`config.mk`:
```
export PLATFORM = sky130hd
export DESIGN_NAME = lockcfg_reg
export DESIGN_NICKNAME = d
export VERILOG_FILES = /design/src/rtl/lockcfg_reg.sv
export SDC_FILE = /design/constraint.sdc
export NUM_CORES = 1
export LEC_CHECK = 0
export ABC_AREA = 1
export BUFFER_PORTS_ARGS = -buffer_cell sky130_fd_sc_hd__buf_2
export CORE_MARGIN = 2
export CORE_UTILIZATION = 31
export CTS_CLUSTER_DIAMETER = 150
export CTS_CLUSTER_SIZE = 40
export DETAILED_ROUTE_END_ITERATION = 10
export GPL_ROUTABILITY_DRIVEN = 0
export SLEW_MARGIN = 20
export SYNTH_ARGS = -nofsm -noshare
export SYNTH_HDL_FRONTEND = slang
export SYNTH_SLANG_ARGS = --single-unit
```
`constraint.sdc`:
```
create_clock -name clk -period 2.1 [get_ports clk]
set_clock_uncertainty 0.05 [all_clocks]
set_input_delay 0.42 -clock clk [delete_from_list [all_inputs] [get_ports clk]]
set_output_delay 0.42 -clock clk [all_outputs]
set_load 0.05 [all_outputs]
```
`src/rtl/lockcfg_reg.sv`:
```
module lockcfg_reg #(
  parameter logic [31:0] RESET_VALUE = 32'h2000_0000
) (
  input  logic        clk,
  input  logic        rst_n,
  input  logic        wr_en,
  input  logic [31:0] wr_data,
  output logic [31:0] rd_data,
  output logic [7:0]  rd_lock,
  output logic [7:0]  prog_lock,
  output logic        fuse_off
);

  logic [31:0] word_q;
  logic [31:0] word_d;
  logic [15:0] frz_mask;

  assign frz_mask = {word_q[23:16], word_q[23:16]};

  assign word_d = {word_q[31] | wr_data[31],
                   wr_data[30:24],
                   word_q[23:16] | wr_data[23:16],
                   (word_q[15:0] & frz_mask) | (wr_data[15:0] & ~frz_mask)};

  always_ff @(posedge clk or negedge rst_n) begin
    if (!rst_n)     word_q <= RESET_VALUE;
    else if (wr_en) word_q <= word_d;
  end

  assign rd_data   = word_q;
  assign rd_lock   = word_q[7:0];
  assign prog_lock = word_q[15:8];
  assign fuse_off  = word_q[31];

  AST_FRZ_STICKY: assert property (@(posedge clk) disable iff (!rst_n)
    1'b1 |=> ((rd_data[23:16] & $past(rd_data[23:16])) == $past(rd_data[23:16])));

  AST_OFF_STICKY: assert property (@(posedge clk) disable iff (!rst_n)
    fuse_off |=> fuse_off);

  AST_FROZEN_HOLD: assert property (@(posedge clk) disable iff (!rst_n)
    1'b1 |=> (((rd_data[15:0] ^ $past(rd_data[15:0])) &
               $past({rd_data[23:16], rd_data[23:16]})) == 16'h0));

  AST_OPEN_LOAD: assert property (@(posedge clk) disable iff (!rst_n)
    wr_en |=> ((rd_data[15:0] & ~$past({rd_data[23:16], rd_data[23:16]})) ==
               ($past(wr_data[15:0]) & ~$past({rd_data[23:16], rd_data[23:16]}))));

  AST_PLAIN_LOAD: assert property (@(posedge clk) disable iff (!rst_n)
    wr_en |=> (rd_data[30:24] == $past(wr_data[30:24])));

  AST_IDLE_HOLD: assert property (@(posedge clk) disable iff (!rst_n)
    !wr_en |=> $stable(rd_data));

endmodule

```
* Yosys cells after proc, flatten, opt, wreduce, memory -nomap -nowiden
Index checks and enable logic that the tools add are counted.
** Operators by class
- Bitwise gates (word level) :: 6
** Operators with widths (count)
- AND 16 bit :: 2
- NOT 16 bit :: 1
- bitwise OR 16 bit :: 1
- bitwise OR 8 bit :: 1
- bitwise OR 1 bit :: 1
** Word-level totals
- Bits in registers :: 32
- Output and inout port bits :: 49
- Word-level logic and storage cells :: 7

* Depth between registers and ports, before layout
Gate-level depths: netlist (run 1).
- Depth after elaboration :: 3
- Gate-level depth with buffers :: 5
- Depth with buffers taken out :: 4

* Least setup slack after synthesis (run 1)
OpenSTA, ideal clock, no wires.
- Kind :: register -> output
- Start :: reg word_q[31], in the netlist rd_data[31]
- End :: out rd_data[31]
- Arrival :: 905 ps
- Path slack :: 725 ps
- Cell stages (with the launch flop) :: 2
- Buffers on the path :: 1
- Cell sequence :: dfrtp_1 -> buf_4
** RTL lines
- start, declared :: RTL line 14 : logic [31:0] word_q;
- start signal, assigned :: RTL line 27 : else if (wr_en) word_q <= word_d;
- end, declared :: RTL line 8 : output logic [31:0] rd_data,
No word-level cell between the ends.

* Final worst setup path (run 1)
- Start :: reg word_q[29], in the netlist rd_data[29]
- End :: out rd_data[29]
No word-level cell between the ends.

==> metrics.md, run 1 <==
| Metric | Value |
|---|---|
| Crit-path leading delay family | `flip-flops` |
| Final Cycle Share | `0.7273` |
| Crit path cell chain | `buf_2` |
| Mapped Area | `around 0.0014 mm²` |
| Tightest Hold Check Type | `in -> async` |
| Max incr delay on CP | `0.53 ns` |
| DR pass1 iterations | `4` |
| Core ar. | `0.004384 mm²` |
| Post-route minimum period | `between 1.5 and 2 ns` |
| CTS clock-pin slew for the worst setup and hold paths | `0.06 ns` |
| Slew Limit Fails | `0` |
| Count leader, synth | `nand2_1` |
| CP endpoint kind | `output port` |
| Largest net degree at the start of global routing | `33` |
| Ys async rst share | `1.000` |
| Post-route ant nets | `0` |
| # rows | `24` |
| Syn_nets | `between 150 and 200` |
| DP Area | `0.001733 mm²` |
| Drt wl/cell | `10.44 µm` |
| Area occupied by multi-input gates | `between 300 and 400 µm²` |
| First-pass GRT wire length | `~5000 µm` |
| CTS tree | `done` |
| Ys Warns | `0` |
| Synth cell count leaders | `nand2_1, dfrtp_1, buf_4` |
| H-tree depth | `2` |
| Dominant cells by area after synthesis | `dfrtp_1, nand2_1, buf_4` |
| Worst rel slew slack | `0.5206` |
| Fmax | `654.7 MHz` |
| GR Util All Layers | `0.1253` |
| Initial Util | `0.3242` |
| Synth area leader | `dfrtp_1` |
| Initial antenna violation count | `0` |
| Cells after Synth | `~160` |
| Hpwl dp | `around 2100 µm` |
| P per Cell Area | `between 600 and 700 mW/mm²` |
| Ports | `between 80 and 90` |
| Final Hold Viols | `0` |
| Number of DRC violations after detailed-routing iteration 0 | `61` |
| Drt total wl | `between 2000 and 3000 µm` |
| Register bit total from synthesis | `32` |
| Drt via density | `4.204` |
| Setup Buffers After CTS | `0` |
| Antenna diode instance count | `0` |
| Die ar. | `around 0.005 mm²` |
| Sequential cell area | `around 800 µm²` |
| Buffers & Inverters on Critical Path | `1` |
| Synth unique cells | `10` |
| Detailed-route via count | `~1200` |
| DRC | `0` |
| Nets | `261` |
| Post-synthesis sequential area ratio | `0.5643` |
| Vias in the first global route | `between 1000 and 1500` |
| Latest clock arrival within the worst-skew pair | `0.27 ns` |
| CP max stage cell | `dfstp_2` |
| CTS sink cnt | `32` |
| Setup total negative slack | `0 ns` |
| Critical path startpoint category | `flip-flop` |
| Least-Margin Pin Slew | `just over 0.7 ns` |
| Critical path type | `reg -> out` |
| I/O Buffers | `83` |
| CTS Hold Bufs | `0` |
| # Max-Cap Violations | `0` |
| Final Cell Area | `0.001823 mm²` |
| Ys flop type | `dfrtp_1` |
| Synth top area share | `0.5458` |
| Area delta synth->final | `28.26%` |
| Post-cts resize count | `0` |
| Number of synthesized flops with an enable pin | `0` |
| Die width | `71.71 µm` |
| Chip height | `about 72 µm` |
| Mapped Avg Cell Area | `9.053 µm²` |
| Total CTS buffers | `5` |
| CP arrival | `~1.1 ns` |
| Status | `complete, no violations` |
| Root Buffer Master | `clkbuf_8` |
| Share of layout cells above drive strength 1 | `0.4361` |
| RSZ-0062 raised after global routing | `no` |
| Peak VDD IR | `approximately 0.27 mV` |
| Final setup violation count | `0` |
| Clock Tree Buf Depth | `2` |
| Crit path required time | `about 1.6 ns` |
| Fillcell total | `471` |
| Worst-path maximum fanout | `2` |
| Gr ovfl total | `0` |
| LEAKAGE | `~1.1 nW` |
where the power goes:
group | internal [W] | total [W] | switching, W | leakage (nW)
logic | 0.0000410 | 0.000132 | 0.0000908 | 0.685
clock network | 0.000267 | 0.000482 | 0.000215 | 0.0455
registers | 0.000630 | 0.000636 | 0.00000647 | 0.386
total | 0.000938 | 0.00125 | 0.000312 | 1.12
cells by family (layout without fill, tap and decap cells):
logic type | count (synthesis) | in the layout | share of synthesized area
AND/OR/NAND/NOR | 93 | 93 | 0.2738
flip-flops | 32 | 32 | 0.5643
buffers and inverters | 31 | 101 | 0.1567
AO/OA/AOI/OAI | 1 | 1 | 0.005284
worst paths after layout:
check,from,to,slack [ns],cells past startpoint
worst min-delay path,rst_n,async pin,0.15,1
worst min register to register,rd_data[29],rd_data[29],0.41,2
worst max register to register,rd_data[23],flip-flop,1.26,4
min in group clk,wr_data[29],rd_data[29],0.29,3
worst max-delay path,rd_data[29],rd_data[29],0.57,1
max in group asynchronous,rst_n,async pin,1.40,1
metal layers:
layer,part of all wire,track usage,vias up
met1,0.44,0.1495,523
li1,-,-,596
met5,0,0,-
met4,0.0089,0.05660,0
met2,0.46,0.1986,50
met3,0.088,0.05063,4
cells in the final DEF (no fill, tap or decap), drive strengths merged:
cell	instances
a21o	1
clkbuf	8
nand2	77
buf	84
nand3	16
dfrtp	31
dfstp	1
inv	9
through the flow:
stage | setup slack [ns] | power (W) | cells | hold WS (ns) | utilization
finish | 0.5726 | 0.001250 | 279 | 0.1492 | 0.4158
global route | 0.5421 | 0.001312 | 279 | 0.2014 | 0.4158
CTS | 0.5548 | 0.001274 | 279 | 0.1720 | 0.4158
detailed placement | 0.7949 | 0.0007815 | 271 | 0.4060 | 0.3953
global placement | 0.8083 | 0.0007822 | 271 | 0.4006 | 0.3953
floorplan | 0.7250 | 0.0007266 | 157 | 0.07441 | -
final cells by class:
type / count / share of cell area
Tap cell: 52 / 0.03569
Timing Repair Buffer: 84 / 0.2388
Inverter: 9 / 0.01853
Multi-Input combinational cell: 94 / 0.2176
Clock buffer: 8 / 0.04942
Sequential cell: 32 / 0.4399
Note: power is estimated with default switching activity, not from simulation.
==> run 2: changes to the inputs <==
ABC_AREA = 0   (was 1)
clock period = 1.3 ns   (was 2.1 ns; I/O delays follow)
==> run 2 against run 1 <==
Sequential share of layout area fell by 0.78 points. Wire length fell by 4.8%. Sequential power rose by 92%. Cell count fell by 22%. Utilization rose by 2.0 points. Die area fell by 3.4%. Count of clock-buffer cells in the layout fell by 2. Flip-flop and latch count did not move. Largest power group is now combinational logic.
==> metrics.md, run 2 <==
| Metric | Value |
|---|---|
| Status | `complete, no violations` |
| Hpwl dp | `2177 µm (+2.5%)` |
| Peak VDD IR | `0.5685 mV (+110%)` |
| Clock Tree Buf Depth | `2 (unchanged)` |
| Core ar. | `0.004294 mm² (-2.1%)` |
| Worst rel slew slack | `0.7686 (+0.2479)` |
| Reg2reg path depth | `2 (-2)` |
| Chip height | `70.48 µm (-1.7%)` |
| Drt total wl | `2771 µm (-4.8%)` |
| # rows | `24 (unchanged)` |
| Drt wl/cell | `12.65 µm (+21%)` |
| Area share of fa/ha/maj cells after synthesis | `0 (unchanged)` |
| Commonest non-fill, non-tap cells in the layout | `buf_2, dfrtp_1, mux2_2, a21o_1` |
| Setup total negative slack | `0 ns (unchanged)` |
| First-pass GRT wire length | `4602 µm (-8.4%)` |
| Post-synthesis sequential area ratio | `0.5854 (+0.02113)` |
| CP max stage cell | `dfstp_2` |
| Worst-path maximum fanout | `2 (unchanged)` |
| Initial Util | `0.3191 (-0.005145)` |
| Die width | `70.48 µm (-1.7%)` |
| LEAKAGE | `0.9134 nW (-18%)` |
| Buffers & Inverters on Critical Path | `1 (unchanged)` |
| Compound-Gate Fraction of Synth Area | `0.04932 (+0.04403)` |
| Ports | `84 (unchanged)` |
| DRC | `0 (unchanged)` |
| H-tree depth | `2 (unchanged)` |
| Nets | `201 (-23%)` |
| Antenna diode instance count | `0 (unchanged)` |
| Crit path required time | `0.99 ns (-0.64 ns)` |
| Hold Crit Depth | `2` |
| Root Buffer Master | `clkbuf_8` |
| Least-Margin Pin Slew | `0.3472 ns (-0.3719 ns)` |
| Critical path type | `reg -> out` |
| Setup Buffers After CTS | `0 (unchanged)` |
| CTS sink cnt | `32 (unchanged)` |
| Synth top area share | `0.5662 (+0.02044)` |
| Register bit total from synthesis | `32 (unchanged)` |
| Hold_ws | `0.1349 ns (-0.01429 ns)` |
| Final Cell Area | `0.001871 mm² (+2.6%)` |
| Post-route minimum period | `~1.3 ns` |
| DR pass1 iterations | `4 (unchanged)` |
| Ys Warns | `0 (unchanged)` |
| Area delta synth->final | `36.53%` |
| Switching share of power | `0.4252 (+0.1756)` |
| Share of layout cells above drive strength 1 | `0.7784 (+0.3423)` |
| # Max-Cap Violations | `0 (unchanged)` |
| P per Cell Area | `1885 mW/mm² (+170%)` |
| Post-Synth Simple-Gate Area | `0.06210 (-0.2117)` |
| Flop pwr share | `0.346 (-0.163)` |
| Final Hold Viols | `0 (unchanged)` |
| Critical path startpoint category | `flip-flop` |
| Initial antenna violation count | `0 (unchanged)` |
| Fmax | `slightly below 800 MHz` |
| Mapped Avg Cell Area | `15.06 µm² (+66%)` |
| Slack of the worst reg-to-reg path | `0.17 ns (-1.09 ns)` |
| Switching power | `0.001499 W (+380%)` |
| Mux share of post-synthesis cell area | `0.1918 (+0.1918)` |
| RSZ-0062 raised after global routing | `yes` |
| Commonest non-fill, non-tap cell in the layout | `buf_2` |
| WP depth | `1 (unchanged)` |
| Final Cycle Share | `0.9850` |
| CTS tree | `done` |
| Final setup violation count | `0 (unchanged)` |
| Synth area leader | `dfrtp_1` |
| Number of DRC violations after detailed-routing iteration 0 | `42 (-31%)` |
| Placed cells | `210 (-23%)` |
| Number of synthesized flops with an enable pin | `0 (unchanged)` |
| CTS clock-pin slew for the worst setup and hold paths | `0.06 ns (about the same)` |
| Dominant cells by area after synthesis | `dfrtp_1, mux2_2, buf_4` |
| Total CTS buffers | `5 (unchanged)` |
| Latest clock arrival within the worst-skew pair | `0.27 ns (about the same)` |
| DP Area | `0.001739 mm² (+0.36%)` |
| CP endpoint kind | `output port` |
| Fillcell total | `403 (-14%)` |
| Syn_nets | `126 (-34%)` |
| Synth unique cells | `10 (unchanged)` |
| Ys async rst share | `1.000 (unchanged)` |
| Logic pwr share | `0.397 (+0.292)` |
| Max incr delay on CP | `0.54 ns (about the same)` |
| CP arrival | `0.97 ns (-0.09 ns)` |
| Drt via density | `4.420 (+5.1%)` |
| Post-synthesis xor/xnor area fraction | `0 (unchanged)` |
| Post-Layout Cell Count | `219 (-22%)` |
| Cells after Synth | `91 (-42%)` |
| Post-route ant nets | `0 (unchanged)` |
| Synth cell count leaders | `dfrtp_1, mux2_2, buf_4` |
| Slew Limit Fails | `0 (unchanged)` |
| Detailed-route via count | `968 (-17%)` |
| Clk network pwr share | `0.257 (-0.129)` |
| Combinational family with the most area after synthesis | `multiplexers` |
| Tightest Hold Check Type | `in -> reg` |
| Mapped Area | `0.001370 mm² (-3.6%)` |
| Count leader, synth | `dfrtp_1` |
| Post-layout worst setup margin | `0.01949 ns (-0.5531 ns)` |
| Largest net degree at the start of global routing | `19 (-42%)` |
| Gr ovfl total | `0 (unchanged)` |
| Ys flop type | `dfrtp_1` |
| Crit-path leading delay family | `flip-flops` |
| Vias in the first global route | `1012 (-12%)` |
| Die ar. | `0.004967 mm² (-3.4%)` |
| Int Pwr | `0.002026 W (+120%)` |
| GR Util All Layers | `0.1207 (-0.004591)` |
| Place WS | `-0.005458 ns (-0.8004 ns)` |
| I/O Buffers | `83 (unchanged)` |
| Crit path cell chain | `buf_6` |
-- run 2: changes by cell type after synthesis, sizes merged --
| cell | before | now |
|---|---|---|
| buf | 22 | 18 |
| inv | 9 | 0 |
| and2b | 0 | 5 |
| nand3 | 16 | 0 |
| mux2 | 0 | 23 |
| nor2b | 0 | 3 |
| clkbuf | 0 | 1 |
| nand2 | 77 | 0 |
| a21o | 1 | 9 |
-- run 2: power groups by stage --
stage / clock network (W) / logic [W] / registers, W
after floorplan: 0 / 0.000725 / 0.00172
after global placement: 0 / 0.00140 / 0.00123
after detailed placement: 0 / 0.00140 / 0.00124
after CTS: 0.000945 / 0.00141 / 0.00122
after global routing: 0.00100 / 0.00145 / 0.00124
final: 0.000906 / 0.00140 / 0.00122
-- run 2: path summary, 6_finish.rpt --
path,start,to
setup reg to reg,rd_data[20],flip-flop
hold / removal,wr_data[18],rd_data[18]
setup / recovery,rd_data[29],rd_data[29]
min in group asynchronous,rst_n,async pin
hold reg to reg,rd_data[18],rd_data[18]
max in group asynchronous,rst_n,rd_data[29]
-- run 2: layout make-up --
type / instances / area [µm²] / area share
well taps: 52 / 65.06 / 0.03478
flip-flops and latches: 32 / 808.3 / 0.4321
clock inverters: 2 / 35.03 / 0.01873
repair buffers: 87 / 474.2 / 0.2535
multi-input cells: 40 / 415.4 / 0.2221
clock buffers: 6 / 72.57 / 0.03880
-- run 2: repair_timing --
action,4_1_cts,5_1_grt
hold buffers,1,0
resized for setup,4,2
setup endpoints to repair,3,2
hold endpoints to repair,14,0
-- run 2: per-layer routing --
layer / track usage / share of wire / vias to the layer above
met5: 0 / 0 / -
met4: 0.05128 / 0.023 / 0
met3: 0.05628 / 0.10 / 8
met2: 0.2107 / 0.50 / 60
met1: 0.1227 / 0.37 / 460
li1: - / - / 440
-- run 2: logic make-up (layout without fill, tap and decap cells) --
logic type / after synthesis / after routing
buffers and inverters: 19 / 95
multiplexers: 23 / 23
flip-flops: 32 / 32
AO/OA/AOI/OAI: 9 / 9
AND/OR/NAND/NOR: 8 / 8
-- run 2: metrics by stage --
step,util,total power (W)
global route,0.4356,0.003688
finish,0.4356,0.003526
floorplan,-,0.002448
CTS,0.4350,0.003581
global placement,0.4050,0.002624
detailed placement,0.4050,0.002645
-- run 2: worst register-to-register path, stage by stage (launching register included) --
cell,delay (ns)
dfrtp_2,0.41
and2b_2,0.23
mux2_2,0.33
==> run 3: changes to the inputs <==
ABC_CLOCK_PERIOD_IN_PS = 1300   (was not set)
CORE_ASPECT_RATIO = 0.5   (was not set)
==> run 3 against run 2 <==
Via count is 4.0% lower. Setup slack better by 0.0042 ns. Highest routed layer unchanged. Wire length is 8.2% lower. Non-clock buffer count is 4 higher. Cell count is 4.1% higher. Register-to-register slack hardly changed. Die area is 0.65% higher. Fmax is 0.33% higher. Total power is 4.0% lower. Clock power is 15% lower. Critical path type unchanged.
==> metrics.md, run 3 (synthesis results as in run 2) <==
| Metric | Value |
|---|---|
| Core ar. | `0.004318 mm² (+0.55%)` |
| RSZ-0062 raised after global routing | `no` |
| Worst rel slew slack | `0.7667 (-0.001834)` |
| Slack of the worst reg-to-reg path | `0.16 ns (about the same)` |
| CTS tree | `done` |
| Post-route minimum period | `1.276 ns (-0.004192 ns)` |
| # rows | `17 (-29%)` |
| Number of DRC violations after detailed-routing iteration 0 | `19 (-55%)` |
| H-tree depth | `2 (unchanged)` |
| Placed cells | `219 (+4.3%)` |
| CP max stage cell | `dfstp_2` |
| Final Hold Viols | `0 (unchanged)` |
| Gr ovfl total | `0 (unchanged)` |
| CP arrival | `0.97 ns (about the same)` |
| DR pass1 iterations | `2 (-2)` |
| Ports | `84 (unchanged)` |
| Post-route ant nets | `0 (unchanged)` |
| Hold Crit Endpoint | `rd_data[21]` |
| Root Buffer Master | `clkbuf_8` |
| Chip height | `51.01 µm (-28%)` |
| Latest clock arrival within the worst-skew pair | `0.27 ns (about the same)` |
| Crit path required time | `0.99 ns (about the same)` |
| Commonest non-fill, non-tap cells in the layout | `buf_2, dfrtp_1, mux2_2, a21o_1, buf_4` |
| Slew Limit Fails | `0 (unchanged)` |
| Final setup violation count | `0 (unchanged)` |
| Hpwl dp | `2068 µm (-5.0%)` |
| CTS sink cnt | `32 (unchanged)` |
| P per Cell Area | `1800 mW/mm² (-4.5%)` |
| I/O Buffers | `83 (unchanged)` |
| Critical path type | `reg -> out` |
| Die width | `98.02 µm (+39%)` |
| Final Cycle Share | `0.9818 (-0.003225)` |
| LEAKAGE | `0.9240 nW (+1.2%)` |
| Drt via density | `4.075 (-7.8%)` |
| Die ar. | `0.005000 mm² (+0.65%)` |
| Clock Tree Buf Depth | `2 (unchanged)` |
| Status | `complete, no violations` |
| # Max-Cap Violations | `0 (unchanged)` |
| Share of layout cells above drive strength 1 | `0.7895 (+0.01103)` |
| Antenna diode instance count | `0 (unchanged)` |
| DRC | `0 (unchanged)` |
| Final Util | `0.4352 (about the same)` |
| Nets | `205 (+2.0%)` |
| Detailed-route via count | `929 (-4.0%)` |
| CTS clock-pin slew for the worst setup and hold paths | `0.07 ns (about the same)` |
| Max incr delay on CP | `0.54 ns (about the same)` |
| Peak VDD IR | `0.6858 mV (+21%)` |
| Vias in the first global route | `889 (-12%)` |
| Tightest Hold Check Type | `in -> reg` |
| First-pass GRT wire length | `4002 µm (-13%)` |
| Buffers & Inverters on Critical Path | `1 (unchanged)` |
| Fmax | `783.5 MHz (+0.33%)` |
| GR Util All Layers | `0.1029 (-0.01776)` |
| Worst-path maximum fanout | `2 (unchanged)` |
| Setup total negative slack | `0 ns (unchanged)` |
| Total CTS buffers | `5 (unchanged)` |
| Hold Crit Depth | `2 (unchanged)` |
| Setup Buffers After CTS | `0 (unchanged)` |
| Least-Margin Pin Slew | `0.3499 ns (+0.002751 ns)` |
| Largest net degree at the start of global routing | `17 (-2)` |
| Commonest non-fill, non-tap cell in the layout | `buf_2` |
| Initial antenna violation count | `0 (unchanged)` |
| Post-Layout Cell Count | `228 (+4.1%)` |
| Initial Util | `0.3173 (-0.001757)` |
| Critical path startpoint category | `flip-flop` |
| Min-delay src | `wr_data[21]` |
| CP endpoint kind | `output port` |
| Crit path cell chain | `buf_6` |
| Reg2reg start | `rd_data[19]` |
| Reg2reg path depth | `2 (unchanged)` |
| Drt wl/cell | `11.16 µm (-12%)` |
| Drt total wl | `2544 µm (-8.2%)` |
| Total Power | `0.003383 W (-4.0%)` |
| Area delta synth->final | `37.17%` |
| Crit-path leading delay family | `flip-flops` |
==> run 3: cell types whose count changed in the layout (fill, tap and decap cells not counted) <==
| cell | previous run | this run |
|---|---|---|
| buf_4 | 5 | 9 |
| buf_12 | 1 | 0 |
| bufinv_16 | 1 | 0 |
| clkbuf_1 | 1 | 0 |
| clkbuf_4 | 0 | 1 |
| clkbuf_8 | 5 | 6 |
| clkinv_2 | 1 | 2 |
==> run 3: cell type report <==
type / count / area (µm²)
Clock inverter: 2 / 10.01
Clock buffer: 6 / 82.58
Fill cell: 426 / 2439
Tap cell: 57 / 71.32
Multi-Input combinational cell: 40 / 415.4
Timing Repair Buffer: 91 / 491.7
Sequential cell: 32 / 808.3
==> run 3: layer usage <==
metal	share of wire	global-route usage	wire, µm	up-vias
li1	-	-	-	446
met1	0.41	0.1161	1041	457
met2	0.54	0.1838	1367	24
met3	0.043	0.03420	110	2
met4	0.0094	0.04167	24	0
met5	0	0	0	-
==> run 3: how the worst max path moves through the flow <==
stage                start           to  slack, ns  cells after the start
2_1_floorplan  rd_data[21]    flip-flop       0.04                      2
3_3_place_gp         wr_en    flip-flop       0.04                      3
3_5_place_dp         wr_en    flip-flop       0.03                      3
4_1_cts        rd_data[22]  rd_data[22]      0.002                      1
5_1_grt        rd_data[29]  rd_data[29]      0.001                      1
6_report       rd_data[29]  rd_data[29]       0.02                      1
==> run 3: power by group <==
group | total (W) | leakage [nW] | switching [W] | internal [W]
sequential | 0.00121 | 0.348 | 0.0000793 | 0.00113
combinational | 0.00140 | 0.525 | 0.00107 | 0.000327
clock | 0.000773 | 0.0510 | 0.000351 | 0.000422
==> run 3: metrics by stage <==
stage	setup WS, ns	area (µm²)	hold slack, ns
finish	0.02368	1879	0.1373
global route	0.001358	1879	0.1274
CTS	0.002273	1877	0.1288
detailed placement	0.02805	1763	0.1438
global placement	0.04384	1763	0.1444
floorplan	0.04488	1376	-0.08559
==> run 3: what timing repair did <==
action / in CTS / in global routing
hold buffers: 1 / 0
resized for setup: 4 / 1
endpoints found under the setup margin: 3 / 1
endpoints found under the hold margin: 12 / 0
==> run 3: worst reg2reg max path: stages (launching register included) <==
cell and delay [ns]:
dfrtp_2 0.41, and2b_2 0.24, mux2_2 0.33
